## config.mk

```make
export PLATFORM = sky130hd
export DESIGN_NAME = disp_irq_ctrl
export DESIGN_NICKNAME = d
export VERILOG_FILES = /design/src/rtl/disp_irq_pkg.sv /design/src/rtl/disp_irq_cfg.sv /design/src/rtl/disp_line_det.sv /design/src/rtl/disp_irq_status.sv /design/src/rtl/disp_irq_ctrl.sv
export SDC_FILE = /design/constraint.sdc
export NUM_CORES = 1
export LEC_CHECK = 0
export ABC_CLOCK_PERIOD_IN_PS = 1900
export BUFFER_PORTS_ARGS = -buffer_cell sky130_fd_sc_hd__buf_2
export CORE_MARGIN = 5
export CORE_UTILIZATION = 38
export DETAILED_ROUTE_END_ITERATION = 6
export PLACE_DENSITY = 0.78
export SLEW_MARGIN = 10
export SYNTH_ARGS = -nofsm -noshare
export SYNTH_HDL_FRONTEND = slang
export SYNTH_SLANG_ARGS = --single-unit
```

## constraint.sdc

```tcl
create_clock -name clk -period 1.9 [get_ports clk]
set_input_delay 0.285 -clock clk [delete_from_list [all_inputs] [get_ports clk]]
set_output_delay 0.285 -clock clk [all_outputs]
set_load 0.03 [all_outputs]
```

## src/rtl/disp_irq_pkg.sv

```systemverilog
// Package: shared widths and field positions of the display interrupt word.
// Assumes four sources in the fixed order hold-valid, frame-start,
// line-flag, bus-error.
package disp_irq_pkg;
    localparam int NUM_SRC    = 4;
    localparam int LINE_W     = 13;
    localparam int WORD_W     = 32;
    localparam int STAT_LSB   = 0;
    localparam int EN_LSB     = STAT_LSB + NUM_SRC;
    localparam int CLR_LSB    = EN_LSB + NUM_SRC;
    localparam int LINE_LSB   = CLR_LSB + NUM_SRC;
    localparam int LINE_MSB   = LINE_LSB + LINE_W - 1;

    localparam int SRC_HOLD   = 0;
    localparam int SRC_FRAME  = 1;
    localparam int SRC_LINE   = 2;
    localparam int SRC_BUSERR = 3;

    typedef logic [NUM_SRC-1:0] src_vec_t;
    typedef logic [LINE_W-1:0]  line_t;
endpackage

```

## src/rtl/disp_irq_cfg.sv

```systemverilog
// Module: holds the writable configuration (enable bits and line number).
// Assumes a write replaces both fields at once.
module disp_irq_cfg
    import disp_irq_pkg::*;
#(
    parameter int N_SRC = NUM_SRC,
    parameter int LW    = LINE_W
) (
    input  logic             clk,
    input  logic             rst_n,
    input  logic             wr_en,
    input  logic [N_SRC-1:0] wr_en_bits,
    input  logic [LW-1:0]    wr_line,
    output logic [N_SRC-1:0] en_q,
    output logic [LW-1:0]    line_q
);
    // Configuration register: cleared by reset, loaded by a write.
    always_ff @(posedge clk) begin
        if (!rst_n) begin
            en_q   <= '0;
            line_q <= '0;
        end else if (wr_en) begin
            en_q   <= wr_en_bits;
            line_q <= wr_line;
        end
    end
endmodule

```

## src/rtl/disp_line_det.sv

```systemverilog
// Module: turns a level match of the scan line against the programmed line
// into a single-cycle event on the first cycle of each match.
// Assumes cur_line is synchronous to clk.
module disp_line_det
    import disp_irq_pkg::*;
#(
    parameter int LW = LINE_W
) (
    input  logic          clk,
    input  logic          rst_n,
    input  logic [LW-1:0] cur_line,
    input  logic [LW-1:0] cmp_line,
    output logic          hit
);
    logic match;
    logic match_q;

    // Compare the current line against the programmed value.
    always_comb match = (cur_line == cmp_line);

    // Remember the previous match level for edge detection.
    always_ff @(posedge clk) begin
        if (!rst_n) match_q <= 1'b0;
        else        match_q <= match;
    end

    // Raise a hit only on the rising edge of the match.
    always_comb hit = match && !match_q;
endmodule

```

## src/rtl/disp_irq_status.sv

```systemverilog
// Module: bank of sticky status bits, one per source. An event sets a bit
// and a clear resets it; a simultaneous event beats the clear.
module disp_irq_status
    import disp_irq_pkg::*;
#(
    parameter int N_SRC = NUM_SRC
) (
    input  logic             clk,
    input  logic             rst_n,
    input  logic [N_SRC-1:0] evt,
    input  logic [N_SRC-1:0] clr,
    output logic [N_SRC-1:0] stat_q
);
    for (genvar i = 0; i < N_SRC; i++) begin : g_bit
        // One sticky bit: set on event, else cleared on request, else hold.
        always_ff @(posedge clk) begin
            if (!rst_n)      stat_q[i] <= 1'b0;
            else if (evt[i]) stat_q[i] <= 1'b1;
            else if (clr[i]) stat_q[i] <= 1'b0;
        end
    end
endmodule

```

## src/rtl/disp_irq_ctrl.sv

```systemverilog
// Module: top of the display interrupt controller. It packs status,
// enable, clear and line-number fields into one 32-bit word and ORs the
// enabled status bits onto irq. Assumes event inputs are one-cycle pulses.
module disp_irq_ctrl
    import disp_irq_pkg::*;
#(
    parameter int LW = LINE_W
) (
    input  logic          clk,
    input  logic          rst_n,
    input  logic          wr_en,
    input  logic [31:0]   wr_data,
    output logic [31:0]   rd_data,
    input  logic          evt_hold,
    input  logic          evt_frame,
    input  logic          evt_bus_err,
    input  logic [LW-1:0] cur_line,
    output logic          irq
);
    localparam int N = NUM_SRC;
    localparam int PAD_W = WORD_W - (LINE_LSB + LW);

    logic [N-1:0]  en_q;
    logic [N-1:0]  stat_q;
    logic [N-1:0]  evt;
    logic [N-1:0]  clr;
    logic [LW-1:0] line_q;
    logic          line_hit;

    disp_irq_cfg #(.N_SRC(N), .LW(LW)) u_cfg (
        .clk        (clk),
        .rst_n      (rst_n),
        .wr_en      (wr_en),
        .wr_en_bits (wr_data[EN_LSB +: N]),
        .wr_line    (wr_data[LINE_LSB +: LW]),
        .en_q       (en_q),
        .line_q     (line_q)
    );

    disp_line_det #(.LW(LW)) u_line (
        .clk      (clk),
        .rst_n    (rst_n),
        .cur_line (cur_line),
        .cmp_line (line_q),
        .hit      (line_hit)
    );

    // Gather the event pulses into source order.
    always_comb begin
        evt = '0;
        evt[SRC_HOLD]   = evt_hold;
        evt[SRC_FRAME]  = evt_frame;
        evt[SRC_LINE]   = line_hit;
        evt[SRC_BUSERR] = evt_bus_err;
    end

    // Clear requests are valid only on a write cycle.
    always_comb clr = wr_en ? wr_data[CLR_LSB +: N] : '0;

    disp_irq_status #(.N_SRC(N)) u_stat (
        .clk    (clk),
        .rst_n  (rst_n),
        .evt    (evt),
        .clr    (clr),
        .stat_q (stat_q)
    );

    // Assemble the read word; clear field and top bits read as zero.
    always_comb rd_data = {{PAD_W{1'b0}}, line_q, {N{1'b0}}, en_q, stat_q};

    // Interrupt when any enabled source has pending status.
    always_comb irq = |(stat_q & en_q);
endmodule

```

==> flow_metrics.tcl, run 1 <==
set metrics [dict create \
    p_sw_share_pct 30.4 \
    finalSetupTns_ns 0 \
    r2r_start "u_cfg.line_q[0]" \
    finalClockSkew_ns 0.000555 \
    synth_top_area_cell "dfxtp_1" \
    clkLatencyLatePin_ns 0.30 \
    nets 223 \
    grt_pass1_vias 1008 \
    maxCapViolations 0 \
    die_area_um2 3960 \
    layout_setup_ws_ns 0.450 \
    cts_tree "done" \
    p_comb_share_pct 24.2 \
    cts_resized 0 \
    dp_hpwl_um 2030 \
    crit_path_end_kind "register" \
    endpoint "u_stat.stat_q[2]" \
    setup_viol 0 \
    pre_cts_ws_ns 0.385 \
    power.share.sequential_pct 50.7 \
    synth_top_area_share_pct 41.4 \
    hold_class "input pin to register" \
    drt_iter0_drc 14 \
    syn_area_um2 1060 \
    r2r-end "u_stat.stat_q[2]" \
    synth_area_leaders "dfxtp_1 (41%), mux2i_1 (16%), nor2b_1 (12%)" \
    wl_um 2460 \
    dr_total_vias 960 \
    p_leak_nw 0.735 \
    row_count 19 \
    io_pins 84 \
    required_ns 2.13 \
    antenna_found_initial 0 \
    synth.distinct_cells 22 \
    ant_nets 0 \
    cts.htree.levels 1 \
    synthCells 110 \
    grt_use_total_pct 13.0 \
    min_period_ns 1.45 \
    die_h_um 62.9 \
    synth_warnings 0 \
    coreArea_um2 2710 \
    diodes 0 \
    final_util_pct 51.2 \
    power.density_nw_per_um2 722 \
    syn_area_per_cell_um2 9.67 \
    cp-start-kind "register" \
    cts-root-buf "clkbuf_4" \
    synth.top_cells.by_count "dfxtp_1 (22), nor2b_1 (20), mux2i_1 (17), buf_4 (11), nand2_1 (6)" \
    reg2reg_depth 4 \
    status "complete, no violations" \
    yosysSeqAreaShare_pct 41.4 \
    synth-edff-count 0 \
    postCtsSetupBuffers 0 \
    clockBufferDepth 2 \
    clkSlewWorstSetupHoldPaths_ns 0.12 \
    worstMarginPinSlew_ns 0.556 \
    cts_hold_buf 0 \
    p_int_mw 0.698 \
    cts_buffers 3 \
    place_congestion 0.716 \
    slew_viol_final 0 \
    initial_core_util_pct 39.2 \
    via_per_inst 4.75 \
    arrival_ns 1.68 \
    switching_power_mw 0.305 \
    port_buffers 61 \
    cp_max_fo 3 \
    overflow 0 \
    async_flop_share_pct 0 \
    timing.fmax_mhz 689 \
    rrSetupSlack_ns 0.45 \
    min_path_cells 3 \
    synth.most_common_cell "dfxtp_1" \
    grt_max_degree 22 \
    ys_seq_elements 22 \
    wl_per_cell_um 12.2 \
    rsz0062_at_grt "no" \
    synthFlopType "dfxtp_1" \
    clkSinkCount 22 \
    dr.pass1.iters 4 \
    grt_pass1_wl_um 4240 \
    power.clock.fraction_pct 25.0 \
    timing.final.crit_share_pct 76.3 \
    crit_type "register to register" \
    critPathLaunch "u_cfg.line_q[0]" \
    drive_above_1_share_pct 39.8 \
    slew-limit-headroom_pct 62.9 \
    die_x_um 62.9 \
    hold_viol 0 \
    peakVddDrop_uv 450 \
    syn2layout_area_growth_pct 30.6 \
    drc_errors 0 \
]
==> final cells by class <==
type,instances,area (µm²)
tap,31,38.8
multi-input combinational,78,542
sequential,22,440
inverter,5,18.8
fill,280,1320
timing repair buffer,62,313
clock buffer,4,36.3
==> metrics by stage <==
stage | area (µm²) | std cells | total power [mW] | hold slack [ns]
global placement | 1350 | 198 | 0.757 | 0.420
floorplan | 1100 | 120 | 0.696 | 0.413
detailed placement | 1350 | 198 | 0.765 | 0.427
finish | 1390 | 202 | 1.00 | 0.203
CTS | 1390 | 202 | 1.02 | 0.189
global route | 1390 | 202 | 1.07 | 0.194
==> worst min path at each step <==
stage | from | to
2_1_floorplan | u_line.match_q | u_stat.stat_q[2]
3_3_place_gp | u_line.match_q | u_stat.stat_q[2]
3_5_place_dp | u_line.match_q | u_stat.stat_q[2]
4_1_cts | evt_frame | u_stat.stat_q[1]
5_1_grt | evt_hold | u_stat.stat_q[0]
6_report | evt_frame | u_stat.stat_q[1]
==> cells by family (layout without fill, tap and decap cells) <==
group	count (synthesis)	after routing	synth area share (%)
AO/OA/AOI/OAI	11	11	7.65
XOR/XNOR	8	8	6.59
buffers and inverters	20	71	11.2
flip-flops	22	22	41.4
multiplexers	17	17	16.0
other	1	11	0.353
AND/OR/NAND/NOR	31	31	16.8
==> metal layers <==
metal | vias to the layer above | wire length, µm | share of wire (%) | track usage (%)
li1 | 465 | - | - | -
met1 | 434 | 889 | 36 | 13.6
met2 | 59 | 1230 | 50 | 22.9
met3 | 2 | 329 | 13 | 5.04
met4 | 0 | 15 | 0.61 | 5.57
met5 | - | 0 | 0 | 0
==> placed cells by master (no fill, tap or decap) <==
master | synthesis | routed
a21oi_1 | 3 | 3
a221oi_1 | 1 | 1
a222oi_1 | 1 | 1
a22oi_1 | 2 | 2
buf_2 | 2 | 61
buf_4 | 11 | 1
clkbuf_4 | 0 | 3
clkbuf_8 | 0 | 1
conb_1 | 1 | 11
dfxtp_1 | 22 | 22
inv_1 | 5 | 5
mux2i_1 | 17 | 17
nand2_1 | 6 | 6
nand3_1 | 2 | 2
nor2_1 | 1 | 1
nor2b_1 | 20 | 20
nor4_1 | 1 | 1
o211ai_1 | 1 | 1
o22ai_1 | 2 | 2
o31ai_2 | 1 | 1
or4_4 | 1 | 1
xnor2_1 | 3 | 3
xor2_1 | 5 | 5
==> state kept, by name, summed over array words and instances (netlist names) <==
name	flops
u_cfg.line_q	13
u_line.match_q	1
u_stat.stat_q	4
u_cfg.en_q	4
==> critical path: stages (launching register included) <==
cell      delay [ns]
dfxtp_1         0.34
xnor2_1         0.17
o211ai_1        0.11
or4_4           0.55
o31ai_2         0.21
==> power groups by stage <==
stage	clock [mW]	sequential [mW]	combinational, mW
finish	0.251	0.509	0.243
global route	0.292	0.514	0.264
CTS	0.269	0.509	0.246
detailed placement	0	0.519	0.246
global placement	0	0.517	0.240
floorplan	0	0.568	0.129
Power figures use the tool's default switching activity.
==> inputs of run 2 (changes only) <==
--- a/config.mk
+++ b/config.mk
@@ -5,10 +5,11 @@
 export SDC_FILE = /design/constraint.sdc
 export NUM_CORES = 1
 export LEC_CHECK = 0
-export ABC_CLOCK_PERIOD_IN_PS = 1900
+export ABC_AREA = 1
+export ABC_CLOCK_PERIOD_IN_PS = 1400
 export BUFFER_PORTS_ARGS = -buffer_cell sky130_fd_sc_hd__buf_2
 export CORE_MARGIN = 5
-export CORE_UTILIZATION = 38
+export CORE_UTILIZATION = 40
 export DETAILED_ROUTE_END_ITERATION = 6
 export PLACE_DENSITY = 0.78
 export SLEW_MARGIN = 10
==> constraint.sdc (replaced) <==
create_clock -name clk -period 1.4 [get_ports clk]
set_input_delay 0.21 -clock clk [delete_from_list [all_inputs] [get_ports clk]]
set_output_delay 0.21 -clock clk [all_outputs]
set_load 0.03 [all_outputs]
==> flow_metrics.tcl, run 2 <==
set metrics [dict create \
    crit_path_end_kind "output pin" \
    antenna_found_initial 0 \
    wl_per_cell_um 10.6 \
    synth.most_common_cell "nand2_1" \
    critPathLaunch "u_cfg.en_q[2]" \
    synth_top_area_cell "dfxtp_1" \
    wirelength_met1_um 1210 \
    grt_pass1_vias 1069 \
    min_period_ns 1.23 \
    clkSlewWorstSetupHoldPaths_ns 0.12 \
    timing.hold.ws_ns 0.104 \
    cts_resized 0 \
    cts_tree "done" \
    rsz0062_at_grt "no" \
    r2r-end "u_stat.stat_q[2]" \
    grt_max_degree 31 \
    power.share.sequential_pct 50.3 \
    dp_hpwl_um 2380 \
    timing.fmax_mhz 816 \
    layout_common_cells "buf_2 (61), nand2_1 (51), inv_1 (27)" \
    async_flop_share_pct 0 \
    power.clock.fraction_pct 21.3 \
    synth.distinct_cells 16 \
    clockBufferDepth 2 \
    synthCells 187 \
    slew_viol_final 0 \
    finalClockSkew_ns 0.00171 \
    largest_reg_flops 13 \
    pre_cts_ws_ns 0.352 \
    reg2reg_depth 8 \
    initial_core_util_pct 42.5 \
    yosysSeqAreaShare_pct 36.9 \
    die_area_um2 4170 \
    drive_above_1_share_pct 26.9 \
    wl_um 2920 \
    synth_warnings 0 \
    synth_top_area_share_pct 36.9 \
    total_power_mw 1.38 \
    clkSinkCount 22 \
    p_comb_share_pct 28.3 \
    setup_viol 0 \
    muxShareOfSynthArea_pct 0 \
    switching_power_mw 0.485 \
    synth-edff-count 0 \
    syn2layout_area_growth_pct 23.6 \
    synth-xor-area-share_pct 0.735 \
    cp_max_fo 3 \
    maxCapViolations 0 \
    p_sw_share_pct 35.2 \
    diodes 0 \
    route.met2.wl_um 1430 \
    mostFrequentLayoutCell "buf_2" \
    cts.htree.levels 1 \
    synthSimpleGateAreaFrac_pct 27.6 \
    hold_viol 0 \
    largest_register "u_cfg.line_q" \
    layout_setup_ws_ns 0.175 \
    overflow 0 \
    timing.final.crit_share_pct 87.5 \
    postCtsSetupBuffers 0 \
    grt_pass1_wl_um 4520 \
    row_count 19 \
    ant_nets 0 \
    port_buffers 61 \
    status "complete, no violations" \
    synth_adder_area_share_pct 0 \
    via_per_inst 4.52 \
    finalSetupTns_ns 0 \
    required_ns 1.19 \
    p_leak_nw 0.842 \
    synth_top_family_by_area "simple AND/OR/NAND/NOR gates" \
    clkLatencyLatePin_ns 0.31 \
    place_congestion 0.843 \
    synth_area_leaders "dfxtp_1 (37%), nand2_1 (16%), inv_1 (8.5%)" \
    nets 298 \
    synth-compound-area-share_pct 14.7 \
    drc_errors 0 \
    grt_use_total_pct 13.7 \
    die_x_um 64.6 \
    arrival_ns 1.02 \
    wl_met3_um 199 \
    drt_iter0_drc 31 \
    r2r_start "u_cfg.line_q[4]" \
    crit_type "register to output pin" \
    top_regs "u_cfg.line_q: 13 flops, u_cfg.en_q: 4 flops, u_stat.stat_q: 4 flops" \
    io_pins 84 \
    die_h_um 64.6 \
    synthFlopType "dfxtp_1" \
    p_int_mw 0.893 \
    power.density_nw_per_um2 935 \
    hold_class "input pin to register" \
    peakVddDrop_uv 392 \
    dr_total_vias 1248 \
    ys_seq_elements 22 \
    dr.pass1.iters 4 \
    cts-root-buf "clkbuf_4" \
    synth.top_cells.by_count "nand2_1 (51), inv_1 (27), dfxtp_1 (22), nor2_1 (22), a21oi_1 (17)" \
    routed.top_layer "met4" \
    cp-start-kind "register" \
    syn_area_um2 1190 \
    coreArea_um2 2810 \
    cts_hold_buf 0 \
    syn_area_per_cell_um2 6.38 \
    endpoint "irq" \
    rrSetupSlack_ns 0.40 \
    cts_buffers 3 \
]
[run 2: cell types whose count changed after synthesis, moves of 5 or more]
cell | previous run | this run
xor2_1 | 5 | 0
mux2i_1 | 17 | 0
o21ai_0 | 0 | 13
nor2b_1 | 20 | 0
nand2_1 | 6 | 51
inv_1 | 5 | 27
nor2_1 | 1 | 22
o21ai_1 | 0 | 5
a21oi_1 | 3 | 17
[run 2: how the worst min path moves through the flow]
| stage | cells after the start | endpoint | startpoint |
|---|---|---|---|
| global route | 3 | u_stat.stat_q[3] | evt_bus_err |
| CTS | 3 | u_stat.stat_q[3] | evt_bus_err |
| finish | 3 | u_stat.stat_q[3] | evt_bus_err |
| global placement | 3 | u_stat.stat_q[3] | evt_bus_err |
| floorplan | 2 | u_stat.stat_q[0] | evt_hold |
| detailed placement | 3 | u_stat.stat_q[3] | evt_bus_err |
[run 2: per-stage QoR]
step | std cells | utilization (%) | cell area, µm²
after floorplan | 197 | - | 1230
after global placement | 273 | 51.7 | 1450
after detailed placement | 273 | 51.7 | 1450
after CTS | 276 | 52.5 | 1470
after global routing | 276 | 52.5 | 1470
final | 276 | 52.5 | 1470
[run 2: metal layers]
layer	GRT usage (%)	vias to the layer above
met1	16.2	524
met3	2.76	6
met2	22.9	38
li1	-	680
met4	7.92	0
met5	0	-
[run 2: layout make-up]
| class | count | area, µm² |
|---|---|---|
| Sequential cell | 22 | 440 |
| Tap cell | 31 | 38.8 |
| Inverter | 28 | 105 |
| Clock buffer | 3 | 22.5 |
| Multi-Input combinational cell | 130 | 554 |
| Timing Repair Buffer | 62 | 313 |
| Fill cell | 311 | 1330 |
[run 2: cells by family (layout without fill, tap and decap cells)]
kind of cell,after synthesis,after routing
buffers and inverters,45,93
XOR/XNOR,1,1
AO/OA/AOI/OAI,35,35
AND/OR/NAND/NOR,83,83
flip-flops,22,22
other,1,11
[run 2: worst max-delay path: stages (launching register included)]
cell and delay, ns:
dfxtp_1 0.37, nand2_1 0.06, nand4_1 0.08, buf_2 0.20
[run 2: power groups by stage]
stage          Clock (mW)  Combinational [mW]  Sequential (mW)
2_1_floorplan           0               0.216            0.787
3_3_place_gp            0               0.387            0.707
3_5_place_dp            0               0.392            0.708
4_1_cts             0.316               0.393            0.694
5_1_grt             0.334               0.432            0.701
6_report            0.294               0.390            0.694
==> inputs of run 3 (changes only) <==
--- a/config.mk
+++ b/config.mk
@@ -9,9 +9,9 @@
 export ABC_CLOCK_PERIOD_IN_PS = 1400
 export BUFFER_PORTS_ARGS = -buffer_cell sky130_fd_sc_hd__buf_2
 export CORE_MARGIN = 5
-export CORE_UTILIZATION = 40
+export CORE_UTILIZATION = 25
 export DETAILED_ROUTE_END_ITERATION = 6
-export PLACE_DENSITY = 0.78
+export PLACE_DENSITY = 0.53
 export SLEW_MARGIN = 10
 export SYNTH_ARGS = -nofsm -noshare
 export SYNTH_HDL_FRONTEND = slang
==> flow_metrics.tcl, run 3 (synthesis results as in run 2) <==
set metrics [dict create \
    setup_viol 0 \
    status "complete, no violations" \
    slew_viol_final 0 \
    cts_tree "done" \
    timing.final.crit_share_pct 84.1 \
    layout_common_cells "buf_2 (61), nand2_1 (51), inv_1 (27)" \
    port_buffers 61 \
    io_pins 84 \
    clkLatencyLatePin_ns 0.27 \
    via_per_inst 4.09 \
    clkSlewWorstSetupHoldPaths_ns 0.08 \
    hold_viol 0 \
    crit_path_end_kind "output pin" \
    critPathLaunch "u_cfg.en_q[0]" \
    cts.htree.levels 1 \
    required_ns 1.19 \
    largest_register "u_cfg.line_q" \
    row_count 25 \
    switching_power_mw 0.519 \
    grt_pass1_wl_um 4980 \
    cts_hold_buf 0 \
    rsz0062_at_grt "no" \
    cts_buffers 3 \
    top_regs "u_cfg.line_q: 13 flops, u_cfg.en_q: 4 flops, u_stat.stat_q: 4 flops" \
    antenna_found_initial 0 \
    cp-start-kind "register" \
    r2r_start "u_cfg.line_q[8]" \
    p_comb_share_pct 25.2 \
    p_int_mw 1.05 \
    arrival_ns 0.97 \
    dr_total_vias 1232 \
    coreArea_um2 4690 \
    cp_max_fo 3 \
    finalClockSkew_ns 0.00618 \
    die_x_um 79.1 \
    placed_cells 297 \
    peakVddDrop_uv 418 \
    grt_use_total_pct 10.0 \
    fin_cells 301 \
    hp-start "evt_frame" \
    die_area_um2 6250 \
    wl_per_cell_um 10.7 \
    overflow 0 \
    largest_reg_flops 13 \
    dr.pass1.iters 6 \
    initial_core_util_pct 25.4 \
    syn2layout_area_growth_pct 29.4 \
    hold_class "input pin to register" \
    maxCapViolations 0 \
    postCtsSetupBuffers 0 \
    drc_errors 0 \
    clockBufferDepth 2 \
    cts-root-buf "clkbuf_8" \
    dp_hpwl_um 2580 \
    fillers 526 \
    crit_type "register to output pin" \
    min_period_ns 1.18 \
    p_leak_nw 0.862 \
    pre_cts_ws_ns 0.367 \
    drt_iter0_drc 27 \
    wl_um 3230 \
    clkSinkCount 22 \
    power.clock.fraction_pct 30.4 \
    nets 299 \
    total_power_mw 1.56 \
    timing.fmax_mhz 849 \
    diodes 0 \
    grt_pass1_vias 1163 \
    die_h_um 79.1 \
    ant_nets 0 \
    power.density_nw_per_um2 1010 \
    p_sw_share_pct 33.2 \
    dpl-instance-area_um2 1490 \
    layout_setup_ws_ns 0.222 \
    final_area_um2 1540 \
    finalSetupTns_ns 0 \
    place_congestion 0.756 \
    grt_max_degree 31 \
    power.share.sequential_pct 44.4 \
    mostFrequentLayoutCell "buf_2" \
    cts_resized 0 \
    drive_above_1_share_pct 27.5 \
]
==> run 3: cell count changes in the layout (fill, tap and decap cells not counted), sizes merged <==
cell	change
buf	+1
clkbuf	+1
==> run 3: routing by layer <==
metal | up-vias | share of wire (%) | wire length (µm) | global-route usage (%)
met1 | 513 | 44 | 1420 | 12.2
met4 | 0 | 1.5 | 49 | 4.12
met3 | 5 | 7.2 | 232 | 2.15
met2 | 37 | 47 | 1530 | 17.0
li1 | 677 | - | - | -
met5 | - | 0 | 0 | 0
==> run 3: final cells by class <==
class | instances | area [µm²] | area share [%]
tap | 54 | 67.6 | 4.38
clock buffer | 4 | 55.1 | 3.57
timing repair buffer | 63 | 320 | 20.8
sequential | 22 | 440 | 28.5
inverter | 28 | 105 | 6.81
multi-input combinational | 130 | 554 | 35.9
==> run 3: power groups by stage <==
| stage | clock network, mW | logic [mW] | registers [mW] |
|---|---|---|---|
| 2_1_floorplan | 0 | 0.216 | 0.787 |
| 3_3_place_gp | 0 | 0.397 | 0.708 |
| 3_5_place_dp | 0 | 0.398 | 0.709 |
| 4_1_cts | 0.500 | 0.400 | 0.695 |
| 5_1_grt | 0.517 | 0.441 | 0.701 |
| 6_report | 0.476 | 0.395 | 0.694 |
==> run 3: metrics by stage <==
step                      hold slack, ns  utilization, %
after floorplan                    0.327               -
after global placement             0.422            31.7
after detailed placement           0.423            31.7
after CTS                          0.139            32.9
after global routing               0.142            32.9
final                              0.146            32.9
==> run 3: worst max-delay path, cell delays in order, from the launching register on <==
cell,delay (ns)
dfxtp_1,0.36
nand2_1,0.07
nand4_1,0.08
buf_2,0.19
==> run 3: final timing paths <==
path | endpoint | slack [ns] | depth (start not counted)
worst min register to register | u_cfg.line_q[0] | 0.49 | 2
worst max register to register | u_stat.stat_q[2] | 0.39 | 8
worst min-delay path | u_stat.stat_q[1] | 0.15 | 3
worst max-delay path | irq | 0.22 | 3
